--- config.mk ---
export PLATFORM = sky130hd
export DESIGN_NAME = tok_rdout_port
export DESIGN_NICKNAME = d
export VERILOG_FILES = /design/src/rtl/tok_rdout_pkg.sv /design/src/rtl/tr_sync.sv /design/src/rtl/tr_timer.sv /design/src/rtl/tr_word.sv /design/src/rtl/tok_rdout_port.sv
export SDC_FILE = /design/constraint.sdc
export NUM_CORES = 1
export LEC_CHECK = 0
export ABC_AREA = 1
export CORE_ASPECT_RATIO = 0.7
export CORE_UTILIZATION = 42
export CTS_CLUSTER_DIAMETER = 50
export CTS_CLUSTER_SIZE = 14
export DETAILED_ROUTE_END_ITERATION = 8
export GPL_TIMING_DRIVEN = 0
export PLACE_DENSITY = 0.82
export SYNTH_ARGS = -nofsm -noshare
export SYNTH_HDL_FRONTEND = slang
export SYNTH_HIERARCHICAL = 1
export SYNTH_SLANG_ARGS = --single-unit
export TNS_END_PERCENT = 30
--- constraint.sdc ---
create_clock -name clk -period 1.75 [get_ports clk]
set_input_delay 0.525 -clock clk [delete_from_list [all_inputs] [get_ports clk]]
set_output_delay 0.525 -clock clk [all_outputs]
set_load 0.1 [all_outputs]
--- src/rtl/tok_rdout_pkg.sv ---
package tok_rdout_pkg;

    typedef enum logic [2:0] {
        TR_IDLE,
        TR_SETUP,
        TR_STROBE,
        TR_GAP,
        TR_HOLD
    } tr_state_e;

    function automatic int tr_max3(input int a, input int b, input int c);
        int m;
        m = (a > b) ? a : b;
        return (m > c) ? m : c;
    endfunction

    function automatic logic tr_drives(input tr_state_e s);
        return (s == TR_SETUP) || (s == TR_STROBE) || (s == TR_GAP);
    endfunction

endpackage

--- src/rtl/tr_sync.sv ---
module tr_sync #(
    parameter int STAGES = 2
) (
    input  logic clk,
    input  logic rst,
    input  logic d,
    output logic q
);
    logic [STAGES-1:0] sh;

    for (genvar i = 0; i < STAGES; i++) begin : g_stage
        if (i == 0) begin : g_first
            always_ff @(posedge clk) begin
                if (rst) sh[0] <= 1'b0;
                else     sh[0] <= d;
            end
        end else begin : g_next
            always_ff @(posedge clk) begin
                if (rst) sh[i] <= 1'b0;
                else     sh[i] <= sh[i-1];
            end
        end
    end

    assign q = sh[STAGES-1];
endmodule

--- src/rtl/tr_timer.sv ---
module tr_timer #(
    parameter int CW = 3
) (
    input  logic          clk,
    input  logic          rst,
    input  logic          load,
    input  logic [CW-1:0] load_val,
    output logic          zero
);
    logic [CW-1:0] cnt;

    always_ff @(posedge clk) begin
        if (rst)               cnt <= '0;
        else if (load)         cnt <= load_val;
        else if (cnt != '0)    cnt <= cnt - 1'b1;
    end

    assign zero = (cnt == '0);
endmodule

--- src/rtl/tr_word.sv ---
module tr_word #(
    parameter int DW = 16
) (
    input  logic          clk,
    input  logic          rst,
    input  logic          capture,
    input  logic [DW-1:0] d_in,
    input  logic          last_in,
    output logic [DW-1:0] d_q,
    output logic          last_q
);
    always_ff @(posedge clk) begin
        if (rst) begin
            d_q    <= '0;
            last_q <= 1'b0;
        end else if (capture) begin
            d_q    <= d_in;
            last_q <= last_in;
        end
    end
endmodule

--- src/rtl/tok_rdout_port.sv ---
module tok_rdout_port
    import tok_rdout_pkg::*;
#(
    parameter int DATA_W      = 16,
    parameter int SYNC_STAGES = 2,
    parameter int SETUP_CYC   = 1,
    parameter int STB_CYC     = 5,
    parameter int GAP_CYC     = 6
) (
    input  logic              clk,
    input  logic              rst,
    input  logic              front_sel,
    input  logic              conv_done,
    input  logic              fifo_valid,
    input  logic [DATA_W-1:0] fifo_data,
    input  logic              fifo_last,
    output logic              fifo_pop,
    input  logic              tok_in,
    input  logic              ack_in,
    output logic              req_o,
    output logic              stb_o,
    output logic [DATA_W-1:0] bus_o,
    output logic              bus_oe,
    output logic              tok_out,
    output logic              done_o
);
    localparam int CNT_MAX = tr_max3(SETUP_CYC, STB_CYC, GAP_CYC);
    localparam int CW      = $clog2(CNT_MAX + 1);
    localparam logic [CW-1:0] SETUP_LD = CW'(SETUP_CYC - 1);
    localparam logic [CW-1:0] STB_LD   = CW'(STB_CYC - 1);
    localparam logic [CW-1:0] GAP_LD   = CW'(GAP_CYC - 1);

    logic ren_s, wak_s, wak_q, wak_rise;
    tr_state_e st, nxt;
    logic t_load, t_zero;
    logic [CW-1:0] t_val;
    logic ackd, ackd_set, ackd_clr;
    logic pend, finish;
    logic [DATA_W-1:0] word_q;
    logic last_q;
    logic drive;

    tr_sync #(.STAGES(SYNC_STAGES)) i_ren_sync (
        .clk(clk), .rst(rst), .d(tok_in), .q(ren_s)
    );

    tr_sync #(.STAGES(SYNC_STAGES)) i_wak_sync (
        .clk(clk), .rst(rst), .d(ack_in), .q(wak_s)
    );

    tr_timer #(.CW(CW)) i_timer (
        .clk(clk), .rst(rst), .load(t_load), .load_val(t_val), .zero(t_zero)
    );

    tr_word #(.DW(DATA_W)) i_word (
        .clk(clk), .rst(rst), .capture(fifo_pop),
        .d_in(fifo_data), .last_in(fifo_last),
        .d_q(word_q), .last_q(last_q)
    );

    assign wak_rise = wak_s & ~wak_q;

    // Sequencer: one word per pass IDLE -> SETUP -> STROBE -> GAP.
    always_comb begin
        nxt      = st;
        t_load   = 1'b0;
        t_val    = '0;
        fifo_pop = 1'b0;
        ackd_set = 1'b0;
        ackd_clr = 1'b0;
        finish   = 1'b0;
        unique case (st)
            TR_IDLE: begin
                if (pend && ren_s && fifo_valid) begin
                    fifo_pop = 1'b1;
                    nxt      = TR_SETUP;
                    t_load   = 1'b1;
                    t_val    = SETUP_LD;
                end
            end
            TR_SETUP: begin
                if (!ren_s) begin
                    nxt = TR_HOLD;
                end else if (t_zero) begin
                    nxt      = TR_STROBE;
                    t_load   = 1'b1;
                    t_val    = STB_LD;
                    ackd_clr = 1'b1;
                end
            end
            TR_STROBE: begin
                if (!ren_s) begin
                    nxt = TR_HOLD;
                end else begin
                    if (wak_rise) ackd_set = 1'b1;
                    if (t_zero && (ackd || wak_rise)) begin
                        nxt    = TR_GAP;
                        t_load = 1'b1;
                        t_val  = GAP_LD;
                    end
                end
            end
            TR_GAP: begin
                if (t_zero) begin
                    nxt    = TR_IDLE;
                    finish = last_q;
                end
            end
            TR_HOLD: begin
                if (ren_s) begin
                    nxt    = TR_SETUP;
                    t_load = 1'b1;
                    t_val  = SETUP_LD;
                end
            end
            default: nxt = TR_IDLE;
        endcase
    end

    always_ff @(posedge clk) begin
        if (rst) begin
            st    <= TR_IDLE;
            wak_q <= 1'b0;
            ackd  <= 1'b0;
            pend  <= 1'b0;
        end else begin
            st    <= nxt;
            wak_q <= wak_s;
            if (ackd_clr)      ackd <= 1'b0;
            else if (ackd_set) ackd <= 1'b1;
            // a new conversion wins over the end of the previous readout
            if (conv_done && front_sel) pend <= 1'b1;
            else if (finish)            pend <= 1'b0;
        end
    end

    assign drive   = ren_s && tr_drives(st);
    assign bus_oe  = drive;
    assign bus_o   = drive ? word_q : '0;
    assign stb_o   = ren_s && (st == TR_STROBE);
    assign req_o   = pend;
    assign tok_out = ren_s && !pend;
    assign done_o  = finish;

endmodule

; Yosys cells after proc, flatten, opt, wreduce, memory -nomap -nowiden
; Index checks and enable logic that the tools add are counted.
[word_totals]
register_bits = 30
latch_bits = 0
mem_bits_rw = 0
mem_bits_ro = 0
out_inout_bits = 22
memories = 0
[op_classes]
add_sub_neg = 1
mul = 0
div_mod_pow = 0
order_cmp = 0
n_eq_ne = 9
shifts = 0
mux = 32
n_bitwise = 2
n_reduce_logical = 18
[ops]
columns = cell, count
row1 = 3-bit two-way mux, 13
row2 = 16-bit two-way mux, 1
row3 = 1-bit two-way mux, 15
row4 = 3-bit case mux with 5 select lines, 1
row5 = 1-bit logical AND, 7
row6 = "3-bit by 2-bit equality test with 1-bit output, second input constant", 2
row7 = 3-bit zero test, 2
row8 = "3-bit != test, second input constant", 2
row9 = 3-bit case mux with 2 select lines, 1
row10 = 5-bit AND reduction, 1
row11 = "2-bit != test, second input constant", 2
row12 = 1-bit case mux with 4 select lines, 1
row13 = 2-bit nonzero test, 2
row14 = "3-bit by 1-bit equality test with 1-bit output, second input constant", 1
row15 = "3-bit equality test, second input constant", 1
row16 = 1-bit logical OR, 3
row17 = 3-bit nonzero test, 1
row18 = "3-bit by 1-bit subtractor with 3-bit output, second input constant", 1
row19 = "2-bit by 1-bit != test with 1-bit output, second input constant", 1
row20 = 2-bit OR reduction, 1
row21 = 1-bit AND, 1
row22 = 1-bit zero test, 1
row23 = 1-bit inverter, 1

; Logic depth before layout (Yosys ltp)
; Gate-level depths: netlist of run 1.
[depth]
ltp_word = 8
mapped_depth = 13
mapped_depth_nobuf = 13

; Modules after synthesis
; Netlist of run 1, hierarchy kept.
[modules_own_cells]
columns = mod, instances, cells_per_inst, area_each_um2, seq_area_each_um2
row1 = tr_word, 1, 108, 732.0, 340.3
row2 = tok_rdout_port, 1, 101, 545.5, 120.1
row3 = tr_timer, 1, 28, 198.9, 60.1
row4 = tr_sync, 2, 6, 55.1, 40.0

; Worst setup path after synthesis of run 1
; OpenSTA, ideal clock, no wires.
[synth_timing]
path_type = register to register
start = register pend (netlist: req_o)
end = register i_timer.cnt[1]
arrival_ns = 4.067
required_ns = 1.636
path_slack_ns = -2.431
path_stages_with_launch = 9
path_cell_list = dfxtp_1 -> nand3_1 -> nor3_1 -> nand3b_1 -> inv_2 -> nand3_2 -> inv_1 -> nor2_1 -> nor2_1
[synth_between]
elab_chain_len = 5
word_cells_on_any_way = 6
classes_between = 3 x mux / 3 x reduce/logical
[synth_lines]
columns = item, line
row1 = start: declaration, tok_rdout_port.sv:38  ; logic pend, finish;
row2 = start signal: assignment, tok_rdout_port.sv:125  ; pend <= 1'b0;
row3 = start signal: assignment, tok_rdout_port.sv:132  ; if (conv_done && front_sel) pend <= 1'b1;
row4 = start signal: assignment, tok_rdout_port.sv:133  ; else if (finish) pend <= 1'b0;
row5 = 1-bit logical AND * (2 in series), tok_rdout_port.sv:74  ; if (pend && ren_s && fifo_valid) begin
row6 = 1-bit two-way mux *, tok_rdout_port.sv:74
row7 = 1-bit case mux with 4 select lines *, tok_rdout_port.sv:72  ; unique case (st)
row8 = via t_load, tok_rdout_port.sv:35  ; logic t_load, t_zero;
row9 = 3-bit two-way mux / 2-bit nonzero test (equally long branches), -
row10 = end signal: assignment, tr_timer.sv:14  ; else if (load) cnt <= load_val;
row11 = end signal: assignment, tr_timer.sv:15  ; else if (cnt != '0) cnt <= cnt - 1'b1;
row12 = end: declaration, tr_timer.sv:10  ; logic [CW-1:0] cnt;
; Mark *: on every way through the listed nets, which the timed path passes. The rest lies on a longest branch.
; A chain may end at the register's enable or synchronous reset.

; Worst setup path after layout of run 1
[layout_timing]
start = register i_ren_sync.sh[1] (netlist: i_ren_sync/q)
end = output bus_o[13]
[layout_between]
elab_chain_len = 2
[layout_lines]
columns = item, line
row1 = start: declaration, tr_sync.sv:9  ; logic [STAGES-1:0] sh;
row2 = start signal: indexed assignment, tr_sync.sv:20  ; else sh[i] <= sh[i-1];
row3 = 1-bit logical AND, tok_rdout_port.sv:137  ; assign drive = ren_s && tr_drives(st);
row4 = 16-bit two-way mux, tok_rdout_port.sv:139  ; assign bus_o = drive ? word_q : '0;
row5 = end: declaration, tok_rdout_port.sv:22  ; output logic [DATA_W-1:0] bus_o,
; No other way between the ends.

==> out/qor.yml, run 1 <==
run_status:
  outcome: "finished, violations left"
  violations: "setup timing"
layout:
  area_growth_syn_to_layout_pct: 71.3
  drive_gt1_share_pct: 33.1
  n_antenna_cell: 0
  final_common_cell: "nand2_1"
  final_nets: 340
  final_cell_mix: "nand2_1 (49), inv_1 (46), nor2_1 (42)"
  layoutNonFillerInstCount: 364
route:
  detail-route-antenna-nets: 0
  wl_per_cell_um: 12.2
  vias_per_cell: 4.56
  wl_mm: 4.45
  vias: 1660
  drcViolationCount: 0
  drtIter0Drc: 209
  dr.pass1.iters: 4
timing:
  setup_viol: 23
  fin_crit_ns: 2.00
  skew_ns: 0.00502
  setup_ws_ns: -0.251
  tns_ns: -4.11
  slew_viol_final: 0
  max_freq_ghz: 0.500
  finalHoldViolCount: 0
  rsz0062_at_grt: "true"
  fin_crit_sh_pct: 114
setup_path:
  timing.rr.end: "i_timer/cnt[1]"
  crit_path_top_delay_cell: "dfxtp_4"
  reg2reg_slack_ns: -0.07
  cp-startpoint: "i_ren_sync/q"
  critical_path.top_delay_family: "buffers and inverters"
  crit_fanout: 5
  cp_slowest_stage_delay_ns: 0.38
  worst-setup-path-type: "flip-flop to output pin"
  path_buf_inv: 4
  cp-endpoint: "bus_o[13]"
  cp.arrival_ns: 1.48
  r2r_cells: 13
  cp-start-kind: "flip-flop"
  regToRegStartpoint: "i_timer/cnt[0]"
  path_depth: 6
  critPathRequiredTime_ns: 1.22
  path_cells: "inv_6 > nor3_4 > inv_4 > clkbuf_16 > nor2_4 > buf_12"
  end_kind: "output pin"
cts:
  cts_made_buffers: 5
  htreeDepth: 2
  cts_tree: "done"
  root_buffer: "clkbuf_8"
  cts_num_sinks: 30
  hold_buffers: 0
  clk_pin_slew_ns: 0.06
  clock_path_buffers: 2
  clock_latency_ns: 0.28
logic_synthesis:
  synth_fp_nets: 275
  postSynthCellCount: 249
  yosysSeqAreaShare_pct: 37.9
  ys_ff_latch: 30
  synth-simple-area-share_pct: 36.7
  synthFlopType: "dfxtp_1"
  synth-compound-area-share_pct: 4.65
  synth_edf_count: 0
  muxShareOfSynthArea_pct: 0
  synth_cell_types: 25
  async_flop_share_pct: 0
  avgSynthCellArea_um2: 6.37
  syn_area_mm2: 0.00159
  synth_top_family_by_area: "simple AND/OR/NAND/NOR gates"
  yosys.area_share.adder_pct: 1.58
  yosysWarnings: 6
  synthXorXnorAreaFrac_pct: 0.552
grt:
  overflow: 0
  first_global_vias: 1454
  grt_use_total_pct: 22.9
  grt_pass1_wl_mm: 6.43
  grt_max_degree: 12
  antenna_found_initial: 0
floorplan:
  core_area_mm2: 0.00356
  rows: 18
  start_util_pct: 44.6
  num_io_pins: 46
  die_h_um: 53.4
  dieArea_mm2: 0.00403
  die-width_um: 75.5
placement:
  pre_cts_slack_ns: -1.27
  place_congestion: 0.857
  hpwl_mm: 2.67
  io_buffers: 45
  dpl.cell_count: 344
power:
  irDropWorstVdd_mv: 0.804
  p_per_area_mw_per_mm2: 860
  p_leak_uw: 0.00111
min_path:
  hold_depth: 2
  hold_path_class: "flip-flop to flip-flop"
run:
  cap_violations: 0
[registers in the layout, summed over array words and instances (netlist names)]
name           cells
i_word/d_q        16
i_timer/cnt        3
st                 3
ackd               1
i_ren_sync/q       1
i_ren_sync/sh      1
i_wak_sync/q       1
i_wak_sync/sh      1
i_word/last_q      1
req_o              1
wak_q              1
[routing by layer]
layer  vias to the layer above  wire length [µm]  track usage (%)
met5                         -                 0             1.59
met4                         0               172             11.4
met3                        21               209             8.38
met2                        61              2270             37.8
met1                       731              1790             25.9
li1                        847                 -                -
[worst min path at each step]
stage                startpoint  slack, ns           end
6_report       i_wak_sync/sh[0]       0.40  i_wak_sync/q
4_1_cts        i_wak_sync/sh[0]       0.40  i_wak_sync/q
5_1_grt        i_ren_sync/sh[0]       0.42  i_ren_sync/q
2_1_floorplan  i_ren_sync/sh[0]       0.38  i_ren_sync/q
3_3_place_gp   i_wak_sync/sh[0]       0.39  i_wak_sync/q
3_5_place_dp   i_wak_sync/sh[0]       0.40  i_wak_sync/q
[cell families (layout without fill, tap and decap cells)]
family                     count (synthesis)  after routing
other                                      1              1
AOI/OAI and AO/OA                         13             13
DFF                                       30             30
and+or+nand+nor                          137            137
buffers and inverters                     65            130
xor gates and xnor gates                   1              1
adders and majority gates                  2              2
[worst register-to-register path, stage by stage, from the launching register on]
cell      delay (ns)
dfxtp_2         0.34
inv_2           0.05
ha_4            0.16
inv_2           0.06
nor2_4          0.05
buf_4           0.15
nand2_2         0.11
nor2_4          0.06
nor2_2          0.12
nand3b_1        0.19
inv_2           0.13
nand3_2         0.11
o21bai_1        0.14
nor2_1          0.05
[stage by stage]
step                hold WS [ns]  cell area (µm²)  utilization, %  total power (µW)
finish                     0.401             2720            76.4              2340
global route               0.417             2720            76.4              2480
CTS                        0.403             2640            74.2              2230
detailed placement         0.395             2280            64.0              1580
global placement           0.391             2280            64.0              1550
floorplan                  0.381             1760               -              1420
[synthesized netlist by cell type (2+ instances only)]
master   count  area, µm²
a21oi_1      6       30.0
buf_4        2       15.0
buf_6        4       45.0
dfxtp_1     30        601
ha_1         2       25.0
inv_1       51        191
inv_2        7       26.3
nand2_1     50        188
nand2_2      2       12.5
nand3_1      6       30.0
nand3_2      2       20.0
nand4_1      3       18.8
nor2_1      63        236
nor2_2       6       37.5
nor3_1       2       10.0
o21ai_0      4       20.0
[what timing repair did]
| action | 4_1_cts | 5_1_grt |
|---|---|---|
| gates cloned | 0 | 1 |
| pin swaps | 5 | 7 |
| buffers inserted | 8 | 5 |
| gates resized for setup | 197 | 15 |
| endpoints found under the setup margin | 25 | 24 |
[power breakdown]
group	switching, µW	internal (µW)
Clock	255	273
Sequential	98.7	779
Combinational	536	394
Total	889	1450
[cell type report]
cell class / count / area (µm²)
fillers: 263 / 841
well taps: 50 / 62.6
multi-input cells: 154 / 886
repair buffers: 59 / 769
plain buffers: 6 / 76.3
clock buffers: 7 / 76.3
inverters: 58 / 225
flip-flops and latches: 30 / 622
Power figures use the tool's default switching activity.
==> run 2: changes to the inputs <==
Settings changed: CORE_UTILIZATION 42 to 45, PLACE_DENSITY 0.82 to 0.83.
Clock period 1.75 ns to 1.9 ns, I/O delays scaled along.
==> out/qor.yml, run 2 (same netlist as run 1, synthesis figures left out) <==
floorplan:
  core_area_mm2: 0.00325  # was 0.00356 mm²
  die-width_um: 73.0  # was 75.5 µm
  rows: 17  # was 18
  dieArea_mm2: 0.00377  # was 0.00403 mm²
  die_h_um: 51.7  # was 53.4 µm
  start_util_pct: 48.8  # was 44.6%
  num_io_pins: 46  # unchanged
power:
  finalPower_uw: 2300  # was 2340 µW
  p_per_area_mw_per_mm2: 849  # was 860 mW/mm²
  irDropWorstVdd_mv: 0.664  # was 0.804 mV
  p_leak_uw: 0.00113  # was 0.00111 µW
placement:
  io_buffers: 45  # unchanged
  dpl.cell_count: 341  # was 344
  pre_cts_slack_ns: -1.19  # was -1.27 ns
  place_congestion: 0.851  # was 0.857
  hpwl_mm: 2.70  # was 2.67 mm
timing:
  fin_crit_ns: 2.02
  fin_crit_sh_pct: 106
  skew_ns: 0.00489  # was 0.00502 ns
  whs_ns: 0.404  # was 0.401 ns
  rsz0062_at_grt: "true"  # unchanged
  setup_ws_ns: -0.123  # was -0.251 ns
  setup_viol: 19  # was 23
  finalHoldViolCount: 0  # unchanged
  max-slew-margin-rel_pct: 63.9
  worstMarginPinSlew_ns: 0.543
  max_freq_ghz: 0.494
  slew_viol_final: 0  # unchanged
layout:
  layoutNonFillerInstCount: 364  # unchanged
  drive_gt1_share_pct: 32.5  # was 33.1%
  top_register: "i_word/d_q"  # unchanged
  final_cell_mix: "nand2_1 (50), inv_1 (47), nor2_1 (46)"  # was nand2_1 (49), inv_1 (46), nor2_1 (42)
  fillers: 187  # was 263
  final_common_cell: "nand2_1"  # unchanged
  reg.largest.list: "i_word/d_q: 16 flops, i_timer/cnt: 3 flops, st: 3 flops"  # unchanged
  area_growth_syn_to_layout_pct: 70.7  # was 71.3%
  n_antenna_cell: 0  # unchanged
  final-seq-area_um2: 617  # was 622 µm²
  final_nets: 342  # was 340
  largest_register_ffs: 16  # unchanged
  multi_input_area_um2: 868  # was 886 µm²
setup_path:
  cp_slowest_stage_delay_ns: 0.37  # was 0.38 ns
  worst-setup-path-type: "flip-flop to output pin"  # unchanged
  end_kind: "output pin"  # unchanged
  regToRegStartpoint: "i_timer/cnt[0]"  # unchanged
  critPathRequiredTime_ns: 1.33  # was 1.22 ns
  crit_top_cell: "nor2_4"
  crit_fanout: 5  # unchanged
  path_cells: "nor2_4 > nor3_4 > inv_4 > clkbuf_16 > nor2_4 > buf_12"  # was inv_6 > nor3_4 > inv_4 > clkbuf_16 > nor2_4 > buf_12
  crit_path_top_delay_cell: "dfxtp_4"  # unchanged
  cp.arrival_ns: 1.45  # was 1.48 ns
  cp-startpoint: "st[1]"  # was i_ren_sync/q
  cp-start-kind: "flip-flop"  # unchanged
grt:
  grt_use_total_pct: 26.4  # was 22.9%
  first_global_vias: 1628  # was 1454
  antenna_found_initial: 0  # unchanged
  overflow: 0  # unchanged
  grt_pass1_wl_mm: 7.28  # was 6.43 mm
  grt_max_degree: 12  # unchanged
cts:
  clock_latency_ns: 0.28  # about the same
  cts_num_sinks: 30  # unchanged
  root_buffer: "clkbuf_8"  # unchanged
  htreeDepth: 2  # unchanged
  clock_path_buffers: 2  # unchanged
  cts_made_buffers: 5  # unchanged
  cts_tree: "done"  # unchanged
  hold_buffers: 0  # unchanged
  clk_pin_slew_ns: 0.07  # was 0.06 ns
min_path:
  hold_path_class: "flip-flop to flip-flop"  # unchanged
  worstHoldStart: "i_wak_sync/sh[0]"  # unchanged
run:
  cap_violations: 0  # unchanged
run_status:
  violations: "setup timing"  # unchanged
  outcome: "finished, violations left"  # unchanged
route:
  wl_mm: 4.77  # was 4.45 mm
  wl_per_cell_um: 13.1  # was 12.2 µm
  vias: 1731  # was 1660
  vias_per_cell: 4.76  # was 4.56
  drcViolationCount: 0  # unchanged
  dr.pass1.iters: 4  # unchanged
  drtIter0Drc: 174  # was 209
  detail-route-antenna-nets: 0  # unchanged
-- run 2: changes by cell type in the layout (fill, tap and decap cells not counted), sizes merged --
cell,change
buf,+1
clkbuf,-1
clkdlybuf4s15,+1
clkinv,+1
inv,+1
-- run 2: stage by stage --
step           setup TNS (ns)  util [%]  instance area, µm²
2_1_floorplan          -18.88         -                1760
3_3_place_gp           -16.78      69.8                2270
3_5_place_dp           -16.87      69.8                2270
4_1_cts                 -1.67      82.5                2680
5_1_grt                 -3.25      83.2                2710
6_report                -1.82      83.2                2710
-- run 2: final timing paths --
path                    endpoint  slack, ns  cells past startpoint
setup reg to reg  i_timer/cnt[1]       0.04                     13
setup / recovery        bus_o[9]      -0.12                      6
hold / removal      i_wak_sync/q       0.40                      2
hold reg to reg     i_wak_sync/q       0.40                      2
-- run 2: area by class of cell --
type                            instances  share of cell area, %
Multi-Input combinational cell        154                   32.1
Clock buffer                            6                   3.05
Tap cell                               47                   2.17
Timing Repair Buffer                   61                   28.3
Clock inverter                          2                  0.416
Sequential cell                        30                   22.8
Buffer                                  6                   2.82
Inverter                               58                   8.41
-- run 2: repair_timing --
item	4_1_cts	5_1_grt
gates cloned	0	1
pin swaps	6	1
setup buffers	14	1
setup endpoints to repair	24	24
gates resized for setup	194	1
-- run 2: metal layers --
| metal | up-vias | track usage (%) | part of all wire, % | routed length [µm] |
|---|---|---|---|---|
| li1 | 853 | - | - | - |
| met5 | - | 0 | 0 | 0 |
| met3 | 15 | 6.59 | 7.5 | 358 |
| met2 | 66 | 47.0 | 52 | 2460 |
| met4 | 0 | 11.4 | 2.2 | 104 |
| met1 | 797 | 30.2 | 39 | 1850 |
-- run 2: power by group --
group,switching (µW),leakage [µW],internal [µW]
Sequential,94.3,0.000248,714
Combinational,523,0.000833,428
Clock,247,0.0000515,292
-- run 2: worst max-delay path, delay by kind of cell, from the launching register on --
kind	cells	cell delay, ns
AND/OR/NAND/NOR	3	0.35
flip-flops	1	0.37
buffers and inverters	3	0.45
==> run 3: changes to the inputs <==
Settings changed: CTS_CLUSTER_SIZE 14 to unset.
==> results of run 3 <==
Final layout, timing and power as in run 2 (identical DEF).
